**src/rtl/isc_pkg.sv**
```systemverilog
package isc_pkg;

  typedef enum logic [2:0] {
    RD_NONE = 3'd0,
    RD_CTRL = 3'd1,
    RD_BLK  = 3'd2,
    RD_SRC  = 3'd3,
    RD_STAT = 3'd4
  } rdSel_e;

  // strobes passed from the address decoder to the register datapath
  typedef struct packed {
    logic       ctrlWr;
    logic       blkWr;
    logic       srcWr;
    logic       statClr;
    logic       enClr;
    rdSel_e     rdSel;
    logic [2:0] idx;
    logic [7:0] data;
  } strobe_t;

endpackage

```
**src/rtl/isc_decode.sv**
```systemverilog
module isc_decode
  import isc_pkg::*;
#(
  parameter int                ADDR_W    = 16,
  parameter int                NUM_REGS  = 2,
  parameter logic [ADDR_W-1:0] CTRL_ADDR = 'h011A,
  parameter logic [ADDR_W-1:0] BLK_ADDR  = 'h0118,
  parameter logic [ADDR_W-1:0] SRC_BASE  = 'h0120,
  parameter logic [ADDR_W-1:0] STAT_BASE = 'h0128
) (
  input  logic              wrEn,
  input  logic              rdEn,
  input  logic [ADDR_W-1:0] addr,
  input  logic [7:0]        wrData,
  input  logic              wcMode,
  input  logic              autoClr,
  output strobe_t           strb
);

  localparam logic [ADDR_W-1:0] REGS_A = ADDR_W'(NUM_REGS);

  logic [ADDR_W-1:0] srcOff, statOff;
  logic srcHit, statHit, rdOnly;

  assign srcOff  = addr - SRC_BASE;
  assign statOff = addr - STAT_BASE;
  assign srcHit  = srcOff < REGS_A;
  assign statHit = statOff < REGS_A;
  assign rdOnly  = rdEn & ~wrEn;

  always_comb begin
    strb         = '0;
    strb.data    = wrData;
    strb.idx     = statHit ? statOff[2:0] : srcOff[2:0];
    strb.ctrlWr  = wrEn & (addr == CTRL_ADDR);
    strb.blkWr   = wrEn & (addr == BLK_ADDR);
    strb.srcWr   = wrEn & srcHit;
    strb.statClr = statHit & (wcMode ? (wrEn & (wrData == 8'h00)) : rdOnly);
    strb.enClr   = statHit & rdOnly & autoClr;
    strb.rdSel   = RD_NONE;
    if (rdOnly) begin
      if (addr == CTRL_ADDR)     strb.rdSel = RD_CTRL;
      else if (addr == BLK_ADDR) strb.rdSel = RD_BLK;
      else if (srcHit)           strb.rdSel = RD_SRC;
      else if (statHit)          strb.rdSel = RD_STAT;
    end
  end

endmodule

```
**src/rtl/isc_datapath.sv**
```systemverilog
module isc_datapath
  import isc_pkg::*;
#(
  parameter int NUM_REGS = 2
) (
  input  logic                  clk,
  input  logic                  rstN,
  input  strobe_t               strb,
  input  logic [NUM_REGS*8-1:0] evtIn,
  output logic [7:0]            rdData,
  output logic                  irqN,
  output logic                  frmEn,
  output logic                  autoClr,
  output logic                  wcMode
);

  localparam int FLAT_W = NUM_REGS * 8;

  logic [2:0]          ctrlQ;
  logic [NUM_REGS-1:0] blkEnQ;
  logic [FLAT_W-1:0]   evtPrevQ;
  logic [FLAT_W-1:0]   srcFlat, statFlat;
  logic [NUM_REGS-1:0] regPend;
  logic [7:0]          srcSel, statSel;

  always_ff @(posedge clk or negedge rstN) begin
    if (!rstN) begin
      ctrlQ    <= '0;
      blkEnQ   <= '0;
      evtPrevQ <= '0;
    end else begin
      evtPrevQ <= evtIn;
      if (strb.ctrlWr) ctrlQ  <= strb.data[2:0];
      if (strb.blkWr)  blkEnQ <= strb.data[NUM_REGS-1:0];
    end
  end

  for (genvar g = 0; g < NUM_REGS; g++) begin : gen_reg
    logic [7:0] rise, srcQ, statQ;
    logic       hit;

    assign rise = evtIn[g*8 +: 8] & ~evtPrevQ[g*8 +: 8];
    assign hit  = (strb.idx == 3'(g));

    always_ff @(posedge clk or negedge rstN) begin
      if (!rstN) begin
        srcQ  <= '0;
        statQ <= '0;
      end else begin
        if (strb.srcWr && hit)      srcQ <= strb.data;
        else if (strb.enClr && hit) srcQ <= 8'h00;
        statQ <= ((strb.statClr && hit) ? 8'h00 : statQ) | rise;
      end
    end

    assign srcFlat[g*8 +: 8]  = srcQ;
    assign statFlat[g*8 +: 8] = statQ;
    assign regPend[g]         = blkEnQ[g] & (|(statQ & srcQ));
  end

  always_comb begin
    srcSel  = '0;
    statSel = '0;
    for (int i = 0; i < NUM_REGS; i++) begin
      if (strb.idx == 3'(i)) begin
        srcSel  = srcFlat[i*8 +: 8];
        statSel = statFlat[i*8 +: 8];
      end
    end
  end

  always_comb begin
    case (strb.rdSel)
      RD_CTRL: rdData = {5'b0, ctrlQ};
      RD_BLK:  rdData = 8'(blkEnQ);
      RD_SRC:  rdData = srcSel;
      RD_STAT: rdData = statSel;
      default: rdData = 8'h00;
    endcase
  end

  assign frmEn   = ctrlQ[0];
  assign autoClr = ctrlQ[1];
  assign wcMode  = ctrlQ[2];
  assign irqN    = ~(ctrlQ[0] & (|regPend));

endmodule

```
**src/rtl/intr_status_ctrl.sv**
```systemverilog
module intr_status_ctrl
  import isc_pkg::*;
#(
  parameter int                ADDR_W    = 16,
  parameter int                NUM_REGS  = 2,
  parameter logic [ADDR_W-1:0] CTRL_ADDR = 'h011A,
  parameter logic [ADDR_W-1:0] BLK_ADDR  = 'h0118,
  parameter logic [ADDR_W-1:0] SRC_BASE  = 'h0120,
  parameter logic [ADDR_W-1:0] STAT_BASE = 'h0128
) (
  input  logic                  clk,
  input  logic                  rstN,
  input  logic                  wrEn,
  input  logic                  rdEn,
  input  logic [ADDR_W-1:0]     addr,
  input  logic [7:0]            wrData,
  output logic [7:0]            rdData,
  input  logic [NUM_REGS*8-1:0] evtIn,
  output logic                  irqN
);

  strobe_t strb;
  logic    frmEn, autoClr, wcMode;

  isc_decode #(
    .ADDR_W(ADDR_W), .NUM_REGS(NUM_REGS), .CTRL_ADDR(CTRL_ADDR),
    .BLK_ADDR(BLK_ADDR), .SRC_BASE(SRC_BASE), .STAT_BASE(STAT_BASE)
  ) decode_i (
    .wrEn(wrEn), .rdEn(rdEn), .addr(addr), .wrData(wrData),
    .wcMode(wcMode), .autoClr(autoClr), .strb(strb)
  );

  isc_datapath #(.NUM_REGS(NUM_REGS)) datapath_i (
    .clk(clk), .rstN(rstN), .strb(strb), .evtIn(evtIn),
    .rdData(rdData), .irqN(irqN), .frmEn(frmEn),
    .autoClr(autoClr), .wcMode(wcMode)
  );

endmodule

```
**config.mk**
```make
export PLATFORM = sky130hd
export DESIGN_NAME = intr_status_ctrl
export DESIGN_NICKNAME = d
export VERILOG_FILES = /design/src/rtl/isc_pkg.sv /design/src/rtl/isc_decode.sv /design/src/rtl/isc_datapath.sv /design/src/rtl/intr_status_ctrl.sv
export SDC_FILE = /design/constraint.sdc
export NUM_CORES = 1
export LEC_CHECK = 0
export BUFFER_PORTS_ARGS = -buffer_cell sky130_fd_sc_hd__buf_2
export CAP_MARGIN = 20
export CORE_UTILIZATION = 50
export DETAILED_ROUTE_END_ITERATION = 8
export HOLD_SLACK_MARGIN = 0.15
export PLACE_DENSITY = 0.81
export SKIP_CTS_REPAIR_TIMING = 1
export SLEW_MARGIN = 20
export SYNTH_ARGS = -nofsm -noshare
export SYNTH_HDL_FRONTEND = slang
export SYNTH_HIERARCHICAL = 1
export SYNTH_SLANG_ARGS = --single-unit
```
**constraint.sdc**
```tcl
create_clock -name clk -period 2.25 [get_ports clk]
set_input_delay 0 -clock clk [delete_from_list [all_inputs] [get_ports clk]]
set_output_delay 0 -clock clk [all_outputs]
set_load 0.005 [all_outputs]
```
== Word-level counts from Yosys, hierarchy flattened ==
Cells that the tools add are included.

* Bits in registers: 53

* Add/subtract/negate cells: 2
* Order comparisons: 2
* Eq/ne operators: 7
* Multiplexer cells: 18
* Bitwise operators: 21
* Reductions and logical operators: 13

{| class="wikitable"
|+ Operators by type and width
! operator !! number
|-
| 8-bit two-way mux || 10
|-
| 8-bit bitwise AND || 4
|-
| 16-bit by 9-bit == test with 1-bit output (second input constant) || 2
|-
| 16-bit by 2-bit < comparator with 1-bit output (second input constant) || 2
|-
| 8-bit case mux with 4 select lines || 1
|-
| 16-bit by 9-bit subtractor with 16-bit output (second input constant) || 2
|-
| 3-bit two-way mux || 6
|-
| 8-bit NOT || 2
|-
| 8-bit bitwise OR || 2
|-
| 8-bit OR reduction || 2
|-
| 1-bit bitwise AND || 11
|-
| 8-bit zero test || 1
|-
| 3-bit by 1-bit == test with 1-bit output (second input constant) || 2
|-
| 3-bit by 2-bit == test with 1-bit output (second input constant) || 2
|-
| 1-bit logical AND || 6
|-
| 2-bit nonzero test || 2
|-
| 3-bit == test (second input constant) || 1
|-
| 3-bit zero test || 1
|-
| 1-bit NOT || 2
|-
| 2-bit OR reduction || 1
|-
| 1-bit two-way mux || 1
|}

== Depth between registers and ports, before layout ==
* Depth after elaboration: 9
* Gate-level depth with buffers: 13

== By module ==
The synthesis kept the hierarchy.

{| class="wikitable"
|+ Modules (own cells, without submodules)
! module !! instances !! cells each !! area each (µm²)
|-
| isc_datapath || 1 || 171 || 2183.3
|-
| isc_decode || 1 || 90 || 593.1
|}

== Least setup slack after synthesis ==
No wires, ideal clock.

* Path type: input-to-output
* Start point: input port addr[9]
* End point: output port rdData[0]
* Arrival: 2.448 ns
* Data required time: 2.250 ns
* Path slack: -0.198 ns
* Stages on the path: 9
* Path buffers: 1
* Cell sequence: or4_4 -> or3_1 -> o21ai_1 -> nand4_1 -> nor4_1 -> or3b_1 -> buf_2 -> a2111oi_0 -> a311o_1

{| class="wikitable"
|+ RTL lines
! element !! line !! text
|-
| start: declaration || intr_status_ctrl.sv:15 || <nowiki>input logic [ADDR_W-1:0] addr,</nowiki>
|-
| end: declaration || intr_status_ctrl.sv:17 || <nowiki>output logic [7:0] rdData,</nowiki>
|}

==> results.rst <==
.. list-table::
   :header-rows: 1

   * - Metric
     - Value
   * - Fin Clk Skew
     - about 0.0055 ns
   * - Via count of the first global-routing pass
     - about 2,400
   * - Effective utilization at floorplan
     - about 53%
   * - Met3 usage
     - 4.91%
   * - Final hold vios
     - 0
   * - Net load switching power
     - around 0.41 mW
   * - Final nets
     - between 400 and 500
   * - Cell Area, Synth
     - about 0.0028 mm2
   * - Number of DRC violations after detailed-routing iteration 0
     - between 200 and 250
   * - Distinct cells, synth
     - between 50 and 60
   * - Clock Latency Late Sink
     - 0.30 ns
   * - Critical Path Source Type
     - primary input
   * - YS warnings
     - 6
   * - Biggest area contributors in the synthesized netlist
     - sky130_fd_sc_hd__dfrtp_1 48%, sky130_fd_sc_hd__a22o_1 11%, sky130_fd_sc_hd__a22oi_1 5.1%
   * - MaxCap Viol Count
     - 0
   * - Static Leakage
     - roughly 1.7 nW
   * - Worst EP required
     - about 2.3 ns
   * - Clock buffer count from CTS
     - 5
   * - Number of H-tree branching levels
     - 2
   * - Share of the synthesized area in the top cell type
     - 47.8%
   * - Count of buffers from port buffering
     - 52
   * - Worst voltage drop across the vdd grid
     - ~0.45 mV
   * - Nets in the synthesized netlist
     - a little over 300
   * - Share of synthesized cell area in and, or, nand and nor gates
     - 13.8%
   * - GRT Overall Usage
     - 24.9%
   * - Pin slew with the least headroom to its limit
     - 0.631 ns
   * - Placeable core region
     - between 0.005 and 0.006 mm2
   * - Arrival time of data at the critical path endpoint
     - between 2 and 3 ns
   * - Share of power burned in the clock network
     - 34.4%
   * - Most common library cell in the layout ignoring fill and taps
     - sky130_fd_sc_hd__dfrtp_1
   * - Gr ovfl total
     - 0
   * - Total count of max-transition violations in the final report
     - 0
   * - Via density per instance
     - about 6
   * - Antenna Cells
     - 0
   * - Gate Count Post-Synth
     - 261
   * - Most area-hungry cell type in the Yosys netlist
     - sky130_fd_sc_hd__dfrtp_1
   * - Compound-cell area share of the yosys netlist
     - 26.4%
   * - Result of the run
     - complete, but fails checks
   * - Chip width
     - about 77 um
   * - Area of the die
     - roughly 0.0059 mm2
   * - Logic gate share of total power
     - 13.4%
   * - Arithmetic-cell share of the synthesized area counting full adders, half adders and majority gates
     - 1.35%
   * - Multiplexer share of the synthesized area
     - about 2%
   * - Detail Route Antenna Nets
     - 0
   * - M2 GR Usage
     - between 40% and 50%
   * - Dominant combinational cell family by area after synthesis
     - compound AO/OA/AOI/OAI gates
   * - Standard-cell row count
     - 26
   * - CTS tree
     - yes
   * - Period utilisation layout
     - 113%
   * - Yosys reg bits
     - 53
   * - Max-slew headroom
     - roughly 58%
   * - Critical path endpoint category
     - output port
   * - Via Count
     - approximately 2,500
   * - Share of synthesized area occupied by flip-flops and latches
     - a little under half
   * - First-pass GRT wire length
     - 11,400 um
   * - Category of the most critical setup path
     - primary input to output port
   * - Minimum clock period
     - about 2.5 ns
   * - Number of top-level design ports
     - 53
   * - Violated checks
     - setup timing
   * - Power density relative to cell area
     - between 400 and 500 mW/mm2
   * - HPWL Detailed
     - roughly 5300 um
   * - Number of antenna violations at the first check in global routing
     - 0
   * - Routed len/inst
     - 17.2 um
   * - Clock transition at the registers of the reported paths
     - around 0.090 ns
   * - Minimum setup slack in the final design
     - -0.297 ns
   * - Fraction of layout instances using a drive strength above 1
     - about a third
   * - Maximum number of pins on one net before global-route repair
     - 54
   * - Highest-count cells in the layout ignoring fill and taps
     - 53 x sky130_fd_sc_hd__dfrtp_1, 50 x sky130_fd_sc_hd__buf_2, 34 x sky130_fd_sc_hd__a22o_1, 34 x sky130_fd_sc_hd__buf_4, 25 x sky130_fd_sc_hd__dlygate4sd3_1
   * - Unrepaired setup endpoints after global routing
     - yes
   * - Syn Area/Cell
     - about 11 um2
   * - Placer congestion estimate
     - between 0.9 and 1
   * - FMAX
     - just under 400 MHz
   * - Setup violation total in the final timing report
     - 8
   * - Root Buffer
     - sky130_fd_sc_hd__clkbuf_8
   * - Maximum count of clock buffers along a single path
     - 2
   * - Number of enable-type register cells in the synthesized netlist
     - 0
   * - Internal power contribution
     - ~1.4 mW
   * - Tightest Hold Check Type
     - primary input to flip-flop
   * - Area share of xor/xnor cells in the synthesized design
     - less than 1%
   * - Most common flop cell mapped by yosys
     - sky130_fd_sc_hd__dfrtp_1
   * - CP Max Fanout
     - 3
   * - Switching share of power
     - 22.0%
   * - Wire length reported by the detailed router
     - around 7400 um
   * - First-pass DRT Iterations
     - 4
   * - Grt met1 use
     - 33.8%
   * - Flop pwr share
     - between 50% and 60%
   * - Total power
     - 1.86 mW
   * - Sum Neg Setup Slack
     - -1.87 ns
   * - Die Y
     - between 70 and 80 um
   * - Busiest metal layer after global routing
     - met2
   * - Proportion of synthesized flip-flops having asynchronous set or reset
     - 100%
   * - Number of sinks on the clock net
     - between 50 and 60
   * - Post-synthesis to final-layout area growth
     - 34.3%
   * - DR DRC count
     - 0
==> synthesized netlist by cell type (all sizes together) (3+ instances only) <==
cell type and instances:
mux2 5, nor3 3, nor2 7, buf 17
nor4 6, and2 3, inv 23, nand2 10
a21oi 8, nand3b 5, nand2b 4, ha 3
nand4 5, or3 4, o21ai 8, o22ai 6
dfrtp 53, a22o 34, or4 3, a22oi 19
==> power groups by stage <==
stage,Clock [mW],Sequential [mW],Combinational [mW]
detailed placement,0,0.989,0.198
global placement,0,0.988,0.194
CTS,0.656,0.970,0.199
global route,0.694,0.971,0.271
floorplan,0,0.988,0.0900
finish,0.640,0.970,0.248
==> state kept, by name (all words and copies together) (netlist names) <==
register / cells
datapath_i/blkEnQ: 2
datapath_i/gen.statQ: 16
datapath_i/gen.srcQ: 16
datapath_i/evtPrevQ: 16
datapath_i/ctrlQ: 3
==> layer usage <==
layer,up-vias,share of wire [%]
li1,1193,-
met1,1246,44
met2,90,50
met3,10,4.9
met4,0,1.2
met5,-,0
==> critical path, stage by stage <==
cell and delay, ns:
sky130_fd_sc_hd__buf_6 0.09, sky130_fd_sc_hd__or4_4 0.54, sky130_fd_sc_hd__or3_4 0.36, sky130_fd_sc_hd__o21ai_2 0.15, sky130_fd_sc_hd__nand4_1 0.15, sky130_fd_sc_hd__nor4_2 0.28
sky130_fd_sc_hd__or3b_4 0.45, sky130_fd_sc_hd__a2111oi_4 0.28, sky130_fd_sc_hd__a311o_1 0.14, sky130_fd_sc_hd__buf_2 0.11
==> cells by family (layout without fill, tap and decap cells) <==
group / after synthesis / after routing
multiplexers: 5 / 5
adder cells (fa/ha/maj): 3 / 3
XOR/XNOR: 3 / 3
flip-flops: 53 / 53
buffers and inverters: 42 / 142
AND/OR/NAND/NOR: 60 / 60
AO/OA/AOI/OAI: 95 / 95
==> final cells by class <==
cell class | count | area, um2
fillers | 390 | 1510
multi-input cells | 166 | 1330
flip-flops and latches | 53 | 1330
repair buffers | 111 | 778
well taps | 70 | 87.6
clock buffers | 7 | 86.3
inverters | 23 | 86.3
clock inverters | 1 | 30.0
==> worst paths after layout <==
check	startpoint	end	slack, ns	cells after the start
max	addr[9]	rdData[1]	-0.30	10
min	wrEn	datapath_i/blkEnQ[0]	0.22	4
max reg2reg	datapath_i/ctrlQ[2]	datapath_i/gen_reg[0].statQ[6]	0.81	6
min reg2reg	datapath_i/gen_reg[1].srcQ[1]	datapath_i/gen_reg[1].srcQ[1]	0.53	1
max in group asynchronous	rstN	datapath_i/gen_reg[1].statQ[4]	1.49	3
min in group asynchronous	rstN	datapath_i/evtPrevQ[6]	0.34	3
==> per-stage QoR <==
stage | std cells | hold slack [ns] | instance area (um2) | worst slack (ns) | util (%)
after floorplan | 261 | -0.296 | 2800 | -0.102 | -
after global placement | 396 | 0.122 | 3260 | -0.218 | 62.2
after detailed placement | 396 | 0.124 | 3260 | -0.264 | 62.2
after CTS | 404 | -0.193 | 3370 | -0.272 | 64.4
after global routing | 431 | 0.236 | 3730 | -0.405 | 71.2
final | 431 | 0.219 | 3730 | -0.297 | 71.2
No activity file was read; power rests on OpenSTA's default activity.
